`config.mk`:
```
export PLATFORM = sky130hd
export DESIGN_NAME = perf_mon_unit
export DESIGN_NICKNAME = d
export VERILOG_FILES = /design/src/rtl/pmu_pkg.sv /design/src/rtl/pmu_ctl_regs.sv /design/src/rtl/pmu_src_sel.sv /design/src/rtl/pmu_counter.sv /design/src/rtl/perf_mon_unit.sv
export SDC_FILE = /design/constraint.sdc
export NUM_CORES = 1
export LEC_CHECK = 0
export CAP_MARGIN = 10
export CORE_ASPECT_RATIO = 1.2
export CORE_MARGIN = 2
export CORE_UTILIZATION = 55
export DETAILED_ROUTE_END_ITERATION = 6
export DONT_BUFFER_PORTS = 1
export GPL_TIMING_DRIVEN = 1
export HOLD_SLACK_MARGIN = 0.15
export PLACE_DENSITY = 0.7
export SLEW_MARGIN = 5
export SYNTH_ARGS = -nofsm -noshare
export SYNTH_HDL_FRONTEND = slang
export SYNTH_SLANG_ARGS = --single-unit
```
`constraint.sdc`:
```
create_clock -name clk -period 4.7 [get_ports clk]
set_clock_uncertainty 0.2 [all_clocks]
set_input_delay 0.94 -clock clk [delete_from_list [all_inputs] [get_ports clk]]
set_output_delay 0.94 -clock clk [all_outputs]
set_load 0.02 [all_outputs]
```
`src/rtl/pmu_pkg.sv`:
```
package pmu_pkg;

    localparam int CNT_W    = 32;
    localparam int NUM_CNT  = 6;
    localparam int NUM_PROG = 4;
    localparam int EVT_W    = 8;
    localparam int RET_W    = 3;
    localparam int ADDR_W   = 3;
    localparam int CTLA_W   = 6;
    localparam int CTLB_W   = NUM_PROG * EVT_W;

    localparam logic [ADDR_W-1:0] ADDR_CTLA = ADDR_W'(NUM_CNT);
    localparam logic [ADDR_W-1:0] ADDR_CTLB = ADDR_W'(NUM_CNT + 1);

    localparam logic [EVT_W-1:0] EV_INST     = 8'h02;
    localparam logic [EVT_W-1:0] EV_CYCLE    = 8'h1E;
    localparam logic [EVT_W-1:0] EV_INST_RUN = 8'hFA;

    // Control word A, bit 0 is the last field.
    typedef struct packed {
        logic exc_en;
        logic ovf_en_rest;
        logic ovf_en_first;
        logic frz_fixed;
        logic frz_prog;
        logic frz_all;
    } ctla_t;

    typedef enum logic [1:0] {
        SRC_NONE,
        SRC_INST,
        SRC_INST_RUN,
        SRC_CYCLE
    } src_e;

    function automatic src_e decode_event(logic [EVT_W-1:0] code, logic run_capable);
        src_e s;
        if (code == EV_INST)
            s = SRC_INST;
        else if (code == EV_CYCLE)
            s = SRC_CYCLE;
        else if (run_capable && code == EV_INST_RUN)
            s = SRC_INST_RUN;
        else
            s = SRC_NONE;
        return s;
    endfunction

endpackage

```
`src/rtl/pmu_ctl_regs.sv`:
```
module pmu_ctl_regs
    import pmu_pkg::*;
(
    input  logic              clk,
    input  logic              rst,
    input  logic              wr_en,
    input  logic [ADDR_W-1:0] wr_addr,
    input  logic [CNT_W-1:0]  wr_data,
    output ctla_t             ctla_q,
    output logic [CTLB_W-1:0] ctlb_q
);

    always_ff @(posedge clk) begin
        if (rst) begin
            ctla_q <= '0;
            ctlb_q <= '0;
        end else if (wr_en) begin
            if (wr_addr == ADDR_CTLA)
                ctla_q <= ctla_t'(wr_data[CTLA_W-1:0]);
            if (wr_addr == ADDR_CTLB)
                ctlb_q <= wr_data[CTLB_W-1:0];
        end
    end

endmodule

```
`src/rtl/pmu_src_sel.sv`:
```
module pmu_src_sel
    import pmu_pkg::*;
(
    input  ctla_t                           ctla,
    input  logic [CTLB_W-1:0]               ctlb,
    input  logic [RET_W-1:0]                ret_cnt,
    input  logic                            run_flag,
    output logic [NUM_CNT-1:0]              active,
    output logic [NUM_CNT-1:0][RET_W-1:0]   step,
    output logic [NUM_CNT-1:0]              ovf_en
);

    logic prog_gate;
    logic fixed_gate;

    assign prog_gate  = !ctla.frz_all && !ctla.frz_prog && (ctlb != '0);
    assign fixed_gate = !ctla.frz_all && !ctla.frz_fixed;

    genvar k;
    generate
        for (k = 0; k < NUM_PROG; k++) begin : g_prog
            src_e src;
            assign src = decode_event(ctlb[(NUM_PROG-1-k)*EVT_W +: EVT_W],
                                      k == NUM_PROG - 1);
            always_comb begin
                active[k] = 1'b0;
                step[k]   = '0;
                if (prog_gate) begin
                    unique case (src)
                        SRC_INST:     begin active[k] = 1'b1;     step[k] = ret_cnt;      end
                        SRC_INST_RUN: begin active[k] = run_flag; step[k] = ret_cnt;      end
                        SRC_CYCLE:    begin active[k] = 1'b1;     step[k] = RET_W'(1);    end
                        default:      begin active[k] = 1'b0;     step[k] = '0;           end
                    endcase
                end
            end
        end

        for (k = 0; k < NUM_CNT; k++) begin : g_en
            if (k == 0) begin : g_first
                assign ovf_en[k] = ctla.ovf_en_first;
            end else begin : g_rest
                assign ovf_en[k] = ctla.ovf_en_rest;
            end
        end
    endgenerate

    // Fixed-function counters: instructions then cycles.
    assign active[NUM_PROG]     = fixed_gate;
    assign step[NUM_PROG]       = ret_cnt;
    assign active[NUM_PROG + 1] = fixed_gate;
    assign step[NUM_PROG + 1]   = RET_W'(1);

endmodule

```
`src/rtl/pmu_counter.sv`:
```
module pmu_counter #(
    parameter int CW = 32,
    parameter int IW = 3
) (
    input  logic          clk,
    input  logic          rst,
    input  logic          active,
    input  logic [IW-1:0] step,
    input  logic          ovf_en,
    input  logic          wr_hit,
    input  logic [CW-1:0] wr_data,
    output logic [CW-1:0] value,
    output logic          ovf_hit
);

    localparam logic [CW-1:0] LIMIT = {1'b1, {(CW-1){1'b0}}};

    logic [CW-1:0] sum;
    logic [CW-1:0] nxt;

    assign sum = value + CW'(step);

    always_comb begin
        nxt     = value;
        ovf_hit = 1'b0;
        if (wr_hit) begin
            nxt = wr_data;
        end else if (active && step != '0) begin
            if (ovf_en && value[CW-1]) begin
                nxt = value;
            end else if (ovf_en && sum[CW-1]) begin
                nxt     = LIMIT;
                ovf_hit = 1'b1;
            end else begin
                nxt = sum;
            end
        end
    end

    always_ff @(posedge clk) begin
        if (rst)
            value <= '0;
        else
            value <= nxt;
    end

endmodule

```
`src/rtl/perf_mon_unit.sv`:
```
module perf_mon_unit
    import pmu_pkg::*;
(
    input  logic                     clk,
    input  logic                     rst,
    input  logic [RET_W-1:0]         ret_cnt,
    input  logic                     run_flag,
    input  logic                     wr_en,
    input  logic [ADDR_W-1:0]        wr_addr,
    input  logic [CNT_W-1:0]         wr_data,
    input  logic [ADDR_W-1:0]        rd_addr,
    output logic [CNT_W-1:0]         rd_data,
    output logic [NUM_CNT*CNT_W-1:0] cnt_vals,
    output logic                     ovf_req
);

    ctla_t                          ctla_q;
    logic [CTLB_W-1:0]              ctlb_q;
    logic [CTLA_W-1:0]              ctla_vec;
    logic [NUM_CNT-1:0]             active;
    logic [NUM_CNT-1:0][RET_W-1:0]  step;
    logic [NUM_CNT-1:0]             ovf_en;
    logic [NUM_CNT-1:0]             ovf_hit;
    logic [NUM_CNT-1:0][CNT_W-1:0]  value;

    assign ctla_vec = ctla_q;

    pmu_ctl_regs u_ctl (
        .clk     (clk),
        .rst     (rst),
        .wr_en   (wr_en),
        .wr_addr (wr_addr),
        .wr_data (wr_data),
        .ctla_q  (ctla_q),
        .ctlb_q  (ctlb_q)
    );

    pmu_src_sel u_sel (
        .ctla     (ctla_q),
        .ctlb     (ctlb_q),
        .ret_cnt  (ret_cnt),
        .run_flag (run_flag),
        .active   (active),
        .step     (step),
        .ovf_en   (ovf_en)
    );

    genvar i;
    generate
        for (i = 0; i < NUM_CNT; i++) begin : g_cnt
            pmu_counter #(.CW(CNT_W), .IW(RET_W)) u_cnt (
                .clk     (clk),
                .rst     (rst),
                .active  (active[i]),
                .step    (step[i]),
                .ovf_en  (ovf_en[i]),
                .wr_hit  (wr_en && wr_addr == ADDR_W'(i)),
                .wr_data (wr_data),
                .value   (value[i]),
                .ovf_hit (ovf_hit[i])
            );
            assign cnt_vals[i*CNT_W +: CNT_W] = value[i];
        end
    endgenerate

    always_ff @(posedge clk) begin
        if (rst)
            ovf_req <= 1'b0;
        else
            ovf_req <= ctla_q.exc_en && (ovf_hit != '0);
    end

    always_comb begin
        if (rd_addr == ADDR_CTLA)
            rd_data = CNT_W'(ctla_vec);
        else if (rd_addr == ADDR_CTLB)
            rd_data = CNT_W'(ctlb_q);
        else
            rd_data = value[rd_addr];
    end

endmodule

```
* Word-level counts from Yosys, hierarchy flattened
Index checks and enable logic that the tools add are counted.
Operators by class: reduce and logical (&&, ||, !) cells 60, equality and inequality tests 36, multiplexer cells 77, $add $sub $neg 6, $lt $le $gt $ge 1
Operators by type and width (count):
- $mux W32 | 27
- $add A32 B3 Y32 | 5
- $bmux W32 S3 | 1
- $add A32 B1 Y32 const B | 1
- $eq A8 B2 Y1 const B | 4
- $eq A8 B5 Y1 const B | 4
- $reduce_bool A32 Y1 | 1
- $mux W1 | 28
- $logic_and A1 B1 Y1 | 27
- $pmux W3 S2 | 4
- $eq A3 B3 Y1 const B | 6
- $mux W2 | 9
- $eq A2 B2 Y1 const B | 8
- $reduce_and A2 Y1 | 8
- $reduce_or A2 Y1 | 8
- $reduce_bool A3 Y1 | 5
- $mux W3 | 4
- $ne A2 B1 Y1 const B | 6
- $reduce_bool A2 Y1 | 6
- $eq A2 B1 Y1 const B | 4
- $eq A8 B8 Y1 const B | 1
- $pmux W1 S2 | 4
- $eq A3 B2 Y1 const B | 2
- $reduce_bool A6 Y1 | 1
- 4 further kinds | 6
Storage, ports and cells: logic and storage cells 194, output and inout bits 225, input bits 45, flip-flop bits (word level) 231

* Longest topological paths before layout
Gate-level depths: netlist of the first run.
depth after elaboration 16, gate-level depth with buffers 16, gate-level depth less buffers 16

* Modules after synthesis
From an unflattened synthesis of the first run, not the netlist that was laid out.
Second synthesis, totals: cells, all modules 2197, area, all modules 17217.8 µm²
By module, submodules not included:
- pmu_counter (g_cnt[0].u_cnt ...) | sequential area each 640.6 µm², instances 3, area an instance 2144.6 µm², cells an instance 291
- pmu_counter (g_cnt[3].u_cnt ...) | sequential area each 640.6 µm², instances 2, area an instance 2130.8 µm², cells an instance 283
- pmu_counter (g_cnt[5].u_cnt) | sequential area each 640.6 µm², instances 1, area an instance 2312.2 µm², cells an instance 298
- perf_mon_unit | sequential area each 20.0 µm², instances 1, area an instance 2004.4 µm², cells an instance 222
- pmu_ctl_regs | sequential area each 760.7 µm², instances 1, area an instance 1706.6 µm², cells an instance 159
- pmu_src_sel | sequential area each 0.0 µm², instances 1, area an instance 499.2 µm², cells an instance 79

* Worst setup path after synthesis of the first run
OpenSTA, ideal clock, no wires.
path type reg2reg, start point reg u_ctl.ctlb_q[5], end point reg g_cnt[3].u_cnt.value[9], path buffers 0, setup slack 0.758 ns, stages on the path, launching flop included 13, required time 4.409 ns, clock period less this slack 3.942 ns, data arrival time 3.651 ns, library setup time 0.091 ns, path through dfxtp_1 -> nor3_1 -> o2111ai_1 -> ha_1 -> inv_1 -> nor2_1 -> ha_1 -> a21oi_1 -> a2111o_1 -> nor4_2 -> mux2_2 -> or4_1 -> a311oi_1
On the way: word-level cells in the longest chain between the ends 14, elaborated cells between the ends (all ways) 27, those cells by class add/sub (1); eq/ne (6); mux (11); reduce/logical (9)
RTL lines:
- start: declaration | RTL line pmu_ctl_regs.sv:10 | output logic [CTLB_W-1:0] ctlb_q
- start signal: assignment | RTL line pmu_ctl_regs.sv:21 | ctlb_q <= wr_data[CTLB_W-1:0];
- $eq A8 B8 Y1 | RTL line pmu_pkg.sv:42 | else if (run_capable && code == EV_INST_RUN)
- $mux W2 | RTL line pmu_pkg.sv:42
- $mux W2 | RTL line pmu_pkg.sv:40 | else if (code == EV_CYCLE)
- $mux W2 | RTL line pmu_pkg.sv:38 | if (code == EV_INST)
- $eq A2 B1 Y1 / $eq A2 B2 Y1 (equally long branches) | RTL line pmu_src_sel.sv:29 | unique case (src)
- $reduce_or A2 Y1 (no line)
- $pmux W3 S2 | RTL line pmu_src_sel.sv:29
- $mux W3 | RTL line pmu_src_sel.sv:28 | if (prog_gate) begin
- $add A32 B3 Y32 | RTL line pmu_counter.sv:21 | assign sum = value + CW'(step);
- $logic_and A1 B1 Y1 | RTL line pmu_counter.sv:31 | end else if (ovf_en && sum[CW-1]) begin
- $mux W32 | RTL line pmu_counter.sv:31
- $mux W32 | RTL line pmu_counter.sv:29 | if (ovf_en && value[CW-1]) begin
- $mux W32 | RTL line pmu_counter.sv:28 | end else if (active && step != '0) begin
- $mux W32 | RTL line pmu_counter.sv:26 | if (wr_hit) begin
- end signal: assignment | RTL line pmu_counter.sv:44 | value <= nxt;
- end: declaration | RTL line pmu_counter.sv:12 | output logic [CW-1:0] value,
Parallel ways exist; a longest one is shown, timed or not. The select of a mux whose other input is x is not followed. A chain may end at the register's enable or synchronous reset.

* Worst setup path after layout of the first run
start point reg u_ctl.ctlb_q[6], end point reg g_cnt[3].u_cnt.value[26]
Same word-level chain as after synthesis.

==> results_dict.tcl, run 1 <==
set metrics [dict create \
    status "complete, but fails checks" \
    violations_in_the_final_reports "design-rule violations" \
    seq_area_frac_synth_pct 29.5 \
    setup_total_negative_slack_ns 0 \
    cts-buffers-inserted 26 \
    worstPathCellList "nor3_1 -> buf_4 -> nand2_1 -> nand2_1 -> nand2_1 -> ha_1 -> a32oi_1 -> nor3b_1 -> ha_1 -> fa_1 -> a21o_1 -> nor2b_1 -> and2_1 -> nand2_1 -> or3_1 -> or4_1 -> nand4_1" \
    final_max_slew_violation_count 0 \
    die_width_um 158 \
    yosysWarnings 0 \
    floorplan.rows 67 \
    power.static_leakage_nw 5.60 \
    count_of_hold_buffers_inserted_by_post_cts_repair 0 \
    drt-pass1-iter-count 7 \
    grt_usage_pct 50.1 \
    layout-area-overhead-vs-synth_pct 8.66 \
    max_cap_violations 0 \
    fill_cells 2656 \
    post-synth-top-count-cell "sky130_fd_sc_hd__nand2_1" \
    path_delay_family "simple AND/OR/NAND/NOR gates" \
    dpl-instance-area_mm2 0.0162 \
    route.final.wire_length_mm 76.6 \
    critPathMostFrequentCell "sky130_fd_sc_hd__nand2_1" \
    vias_in_the_first_global_route 16708 \
    worstSkewPairLatency_ns 0.55 \
    number_of_register_bits_inferred_by_synthesis 231 \
    cp_slowest_stage_delay_ns 0.43 \
    num_vias 17936 \
    gp_routability_congestion 1.14 \
    cts.path.max_buffers 3 \
    layout_setup_ws_ns 0.193 \
    timing_worst_slew_pin_value_ns 1.11 \
    synth.avg_cell_area_um2 7.61 \
    maxClockFrequency_ghz 0.222 \
    layout.nets 2096 \
    cts-resized-gates 0 \
    vias_per_cell 7.37 \
    port-buffer-count 0 \
    clock_tree.htree_level_count 1 \
    hold_path_class "reg -> reg" \
    design.portCount 270 \
    critPathBufInv 1 \
    clk_root_buffer_cell "sky130_fd_sc_hd__clkbuf_16" \
    synth_flop_cell "sky130_fd_sc_hd__dfxtp_1" \
    floorplan.die.height_um 189 \
    dp_worst_setup_slack_ns 0.0877 \
    share_of_cells_above_drive_strength_1_pct 9.87 \
    netlist_top_cells_area "sky130_fd_sc_hd__dfxtp_1, sky130_fd_sc_hd__nand2_1, sky130_fd_sc_hd__mux4_2" \
    fin_crit_sh_pct 95.9 \
    ant_nets 0 \
    max-vdd-ir-drop_v 0.000267 \
    post_synth_most_frequent_cells "sky130_fd_sc_hd__nand2_1, sky130_fd_sc_hd__dfxtp_1, sky130_fd_sc_hd__nor2_1, sky130_fd_sc_hd__a21oi_1, sky130_fd_sc_hd__o21ai_0" \
    critical_path.startpoint_type "flop" \
    tritoncts "done" \
    worst_setup_hold_path_clk_slew_ns 0.07 \
    synthesis.area_mm2 0.0157 \
    drt_iter0_drc 2266 \
    critPathMaxFanout 5 \
    finalInstanceArea_mm2 0.0170 \
    clock-sinks 231 \
    criticalPathCategory "reg -> reg" \
    slew-limit-headroom_pct 25.7 \
    worst_hold_slack_ns 0.269 \
    yosysUniqueCellTypes 86 \
    routed_wire_length_per_instance_um 31.4 \
    setup_viol_count_final 0 \
    cp_slowest_cell "sky130_fd_sc_hd__nor2b_1" \
    grt_pass1_wl_mm 111 \
    synth-edff-count 0 \
    synth_top_area_cell "sky130_fd_sc_hd__dfxtp_1" \
    hold_viol 0 \
    worstPathRequired_ns 4.99 \
    netlist_instances 2061 \
    postSynth.asyncResetShare_pct 0 \
    end_kind "flop" \
    top_cell_type_s_share_of_synthesized_area_pct 29.5 \
    postCtsSetupBuffers 0 \
    grt_setup_unrepaired "no" \
    grt_antenna_before_repair 3 \
    period_needed_ns 4.51 \
    globalRouteOverflowTotal 0 \
    cellPowerDensity_mw_per_mm2 281 \
    synth_nets 2129 \
    dp.final_hpwl_mm 54.3 \
    worstPathArrival_ns 4.80 \
    remaining_drc_errors 3 \
    coreArea_mm2 0.0280 \
    design.die.area_mm2 0.0299 \
    start_util_pct 56.0 \
    pin_count_of_the_biggest_net_entering_global_routing 187 \
]
cells in the final DEF, fill, tap and decap left out, drive strengths merged, types with 38 or more instances in the layout:
cell | netlist | routed
nand2 | 314 | 314
dfxtp | 231 | 231
nor2 | 178 | 178
o21ai | 134 | 134
a21oi | 131 | 131
nand3 | 110 | 110
nor3 | 72 | 72
buf | 15 | 68
a22oi | 57 | 57
nand4 | 53 | 53
a31oi | 48 | 48
a211oi | 41 | 41
clkbuf | 114 | 41
and3 | 38 | 38
mux4 | 38 | 38
routing by layer:
layer	vias up	GRT usage, %	share of wire, %
li1	7730	-	-
met3	435	20.3	15
met2	1438	72.8	42
met4	0	45.0	11
met1	8333	55.8	33
met5	-	0	0
worst register-to-register path, cell delays in order, from the launching register on:
cell,delay (ns)
sky130_fd_sc_hd__dfxtp_1,0.34
sky130_fd_sc_hd__nor3_1,0.34
sky130_fd_sc_hd__buf_4,0.21
sky130_fd_sc_hd__nand2_1,0.05
sky130_fd_sc_hd__nand2_1,0.07
sky130_fd_sc_hd__nand2_1,0.08
sky130_fd_sc_hd__ha_1,0.35
sky130_fd_sc_hd__a32oi_1,0.08
sky130_fd_sc_hd__nor3b_1,0.25
sky130_fd_sc_hd__ha_1,0.24
sky130_fd_sc_hd__fa_1,0.22
sky130_fd_sc_hd__a21o_1,0.22
sky130_fd_sc_hd__nor2b_1,0.43
sky130_fd_sc_hd__and2_1,0.31
sky130_fd_sc_hd__nand2_1,0.17
sky130_fd_sc_hd__or3_1,0.39
sky130_fd_sc_hd__or4_1,0.40
sky130_fd_sc_hd__nand4_1,0.10
layout make-up:
cell class / instances / area, um^2 / share of cell area [%]
clock buffer: 41 / 778 / 4.57
clock inverter: 5 / 25.0 / 0.147
sequential: 231 / 4620 / 27.2
antenna: 10 / 25.0 / 0.147
tap: 379 / 474 / 2.78
inverter: 30 / 113 / 0.661
multi-input combinational: 1671 / 10500 / 61.5
timing repair buffer: 68 / 514 / 3.02
cells by family after synthesis:
| kind of cell | after synthesis | synth area share, % |
|---|---|---|
| XOR/XNOR | 47 | 2.63 |
| AO/OA/AOI/OAI | 564 | 23.4 |
| buffers and inverters | 159 | 3.99 |
| multiplexers | 74 | 7.97 |
| flip-flops | 231 | 29.5 |
| adder cells (fa/ha/maj) | 23 | 2.08 |
| AND/OR/NAND/NOR | 963 | 30.4 |
registers in the layout, summed over array words and instances, names as in the netlist:
signal	count
g_cnt.u_cnt.value	192
ovf_req	1
u_ctl.ctlb_q	32
u_ctl.ctla_q	6
power breakdown:
| part | leakage (nW) | switching, mW | internal [mW] | total (mW) |
|---|---|---|---|---|
| clock | 0.399 | 0.884 | 1.13 | 2.01 |
| sequential | 1.87 | 0.270 | 2.03 | 2.30 |
| combinational | 3.33 | 0.283 | 0.200 | 0.482 |
stage by stage:
stage	total power, mW	std cells	utilization [%]
after floorplan	2.64	2061	-
after global placement	2.79	2378	57.8
after detailed placement	2.80	2378	57.8
after CTS	4.76	2424	60.6
after global routing	4.90	2426	60.8
final	4.79	2435	60.8
path summary, 6_finish.rpt:
check / start / end / slack (ns) / depth (start not counted)
worst min register to register: u_ctl.ctlb_q[15] / u_ctl.ctlb_q[15] / 0.27 / 2
worst min-delay path: u_ctl.ctlb_q[15] / u_ctl.ctlb_q[15] / 0.27 / 2
worst max register to register: u_ctl.ctlb_q[6] / g_cnt[3].u_cnt.value[26] / 0.19 / 17
worst max-delay path: u_ctl.ctlb_q[6] / g_cnt[3].u_cnt.value[26] / 0.19 / 17
(Power assumes the default switching activity.)
==> run 2: changes to the inputs <==
==> constraint.sdc (replaced) <==
create_clock -name clk -period 5.45 [get_ports clk]
set_clock_uncertainty 0.2 [all_clocks]
set_input_delay 1.09 -clock clk [delete_from_list [all_inputs] [get_ports clk]]
set_output_delay 1.09 -clock clk [all_outputs]
set_load 0.02 [all_outputs]
==> results_dict.tcl, run 2 (synthesis results as in run 1) <==
set metrics [dict create \
    postCtsSetupBuffers 0 \
    design.die.area_mm2 0.0299 \
    grt_antenna_before_repair 3 \
    coreArea_mm2 0.0280 \
    period_needed_ns 4.81 \
    vias_in_the_first_global_route 16197 \
    largest_registers "g_cnt.u_cnt.value: 192 flops, u_ctl.ctlb_q: 32 flops, u_ctl.ctla_q: 6 flops" \
    status "completed" \
    largest-register "g_cnt.u_cnt.value" \
    routed_wire_length_per_instance_um 31.7 \
    max-vdd-ir-drop_v 0.000224 \
    grt_setup_unrepaired "no" \
    final_max_slew_violation_count 0 \
    layout.cells.most_common_list "sky130_fd_sc_hd__nand2_1, sky130_fd_sc_hd__dfxtp_1, sky130_fd_sc_hd__nor2_1, sky130_fd_sc_hd__a21oi_1, sky130_fd_sc_hd__o21ai_0" \
    globalRouteOverflowTotal 0 \
    maxClockFrequency_ghz 0.208 \
    largest_reg_flops 192 \
    fin_crit_sh_pct 88.3 \
    critPathMaxFanout 10 \
    tritoncts "done" \
    start_util_pct 56.0 \
    remaining_drc_errors 0 \
    dpl-instance-area_mm2 0.0159 \
    critPathBufInv 0 \
    cp_launch_point "u_ctl.ctlb_q[13]" \
    cellPowerDensity_mw_per_mm2 251 \
    cts.path.max_buffers 3 \
    clk_root_buffer_cell "sky130_fd_sc_hd__clkbuf_16" \
    ant_nets 0 \
    dp.final_hpwl_mm 53.8 \
    worstSkewPairLatency_ns 0.58 \
    count_of_hold_buffers_inserted_by_post_cts_repair 0 \
    floorplan.die.height_um 189 \
    share_of_cells_above_drive_strength_1_pct 8.43 \
    slew-limit-headroom_pct 14.7 \
    worstPathArrival_ns 5.09 \
    worst_r2r_startpoint "u_ctl.ctlb_q[13]" \
    drt_iter0_drc 2267 \
    most_common_library_cell_in_the_layout_ignoring_fill_and_taps "sky130_fd_sc_hd__nand2_1" \
    power.static_leakage_nw 5.46 \
    die_width_um 158 \
    hold_path_class "reg -> reg" \
    cts-buffers-inserted 27 \
    total_power_mw 4.22 \
    port-buffer-count 0 \
    floorplan.rows 67 \
    worst_setup_hold_path_clk_slew_ns 0.06 \
    drt-pass1-iter-count 6 \
    finalInstanceArea_mm2 0.0168 \
    worstPathRequired_ns 5.73 \
    grt_pass1_wl_mm 109 \
    worstPathCellList "nor4_1 -> nand4_1 -> o31a_1 -> nand2_1 -> nor2_1 -> ha_1 -> a21oi_1 -> a2111o_1 -> nor4_2 -> mux2_2 -> nor2_1 -> nand2_1 -> o22ai_1" \
    num_vias 17710 \
    timing_worst_slew_pin_value_ns 1.27 \
    cts-resized-gates 0 \
    layout.nets 2065 \
    clock-sinks 231 \
    route.final.wire_length_mm 76.1 \
    startpoint_of_the_tightest_hold_check_path "u_ctl.ctlb_q[29]" \
    grt_usage_pct 49.7 \
    hold_viol 0 \
    path_delay_family "simple AND/OR/NAND/NOR gates" \
    clock_tree.htree_level_count 1 \
    gp_routability_congestion 1.08 \
    cp_slowest_cell "sky130_fd_sc_hd__nor4_1" \
    end_kind "flop" \
    fill_cells 2662 \
    max_cap_violations 0 \
    criticalPathCategory "reg -> reg" \
    cp_slowest_stage_delay_ns 0.62 \
    setup_total_negative_slack_ns 0 \
    critical_path.startpoint_type "flop" \
    pin_count_of_the_biggest_net_entering_global_routing 187 \
    vias_per_cell 7.38 \
    layout-area-overhead-vs-synth_pct 7.33 \
    setup_viol_count_final 0 \
    design.portCount 270 \
]
-- run 2: cell count changes in the layout (fill, tap and decap cells not counted), moves of 2 or more --
cell	change
sky130_fd_sc_hd__clkinv_2	-2
sky130_fd_sc_hd__clkbuf_8	+2
sky130_fd_sc_hd__diode_2	-5
sky130_fd_sc_hd__buf_4	-31
-- run 2: power breakdown --
group | switching, mW | total, mW | internal (mW)
Sequential | 0.232 | 1.98 | 1.75
Combinational | 0.238 | 0.400 | 0.161
Clock | 0.786 | 1.84 | 1.05
-- run 2: layout make-up --
class	count	area (um^2)	share of cell area (%)
inverters	30	113	0.669
well taps	379	474	2.82
repair buffers	36	270	1.61
clock inverters	6	65.1	0.387
diodes	5	12.5	0.0744
flip-flops and latches	231	4620	27.5
multi-input cells	1671	10500	62.2
clock buffers	42	802	4.77
-- run 2: worst paths after layout --
check | to | slack (ns) | cells past startpoint
hold reg to reg | u_ctl.ctlb_q[29] | 0.27 | 2
hold / removal | u_ctl.ctlb_q[29] | 0.27 | 2
setup / recovery | g_cnt[3].u_cnt.value[0] | 0.64 | 13
setup reg to reg | g_cnt[3].u_cnt.value[0] | 0.64 | 13
-- run 2: worst min-delay path, stage by stage, from the launching register on --
cell and delay, ns:
sky130_fd_sc_hd__dfxtp_1 0.32, sky130_fd_sc_hd__nand2_1 0.05, sky130_fd_sc_hd__a21oi_1 0.05
-- run 2: through the flow --
step                      worst slack [ns]  util [%]  cells  hold WS (ns)
after global placement               0.930      56.9   2346         0.251
after floorplan                       1.34         -   2061         0.246
after global routing                 0.383      60.0   2395         0.301
final                                0.639      60.1   2400         0.270
after detailed placement             0.768      56.9   2346         0.258
after CTS                            0.750      60.0   2394         0.268
-- run 2: layer usage --
layer	vias to the layer above	routed length (um)	part of all wire (%)	global-route usage [%]
met5	-	25	0.033	0
met4	4	7850	10	42.0
met3	412	11700	15	22.5
met2	1360	31700	42	72.4
met1	8282	24900	33	54.9
li1	7652	-	-	-
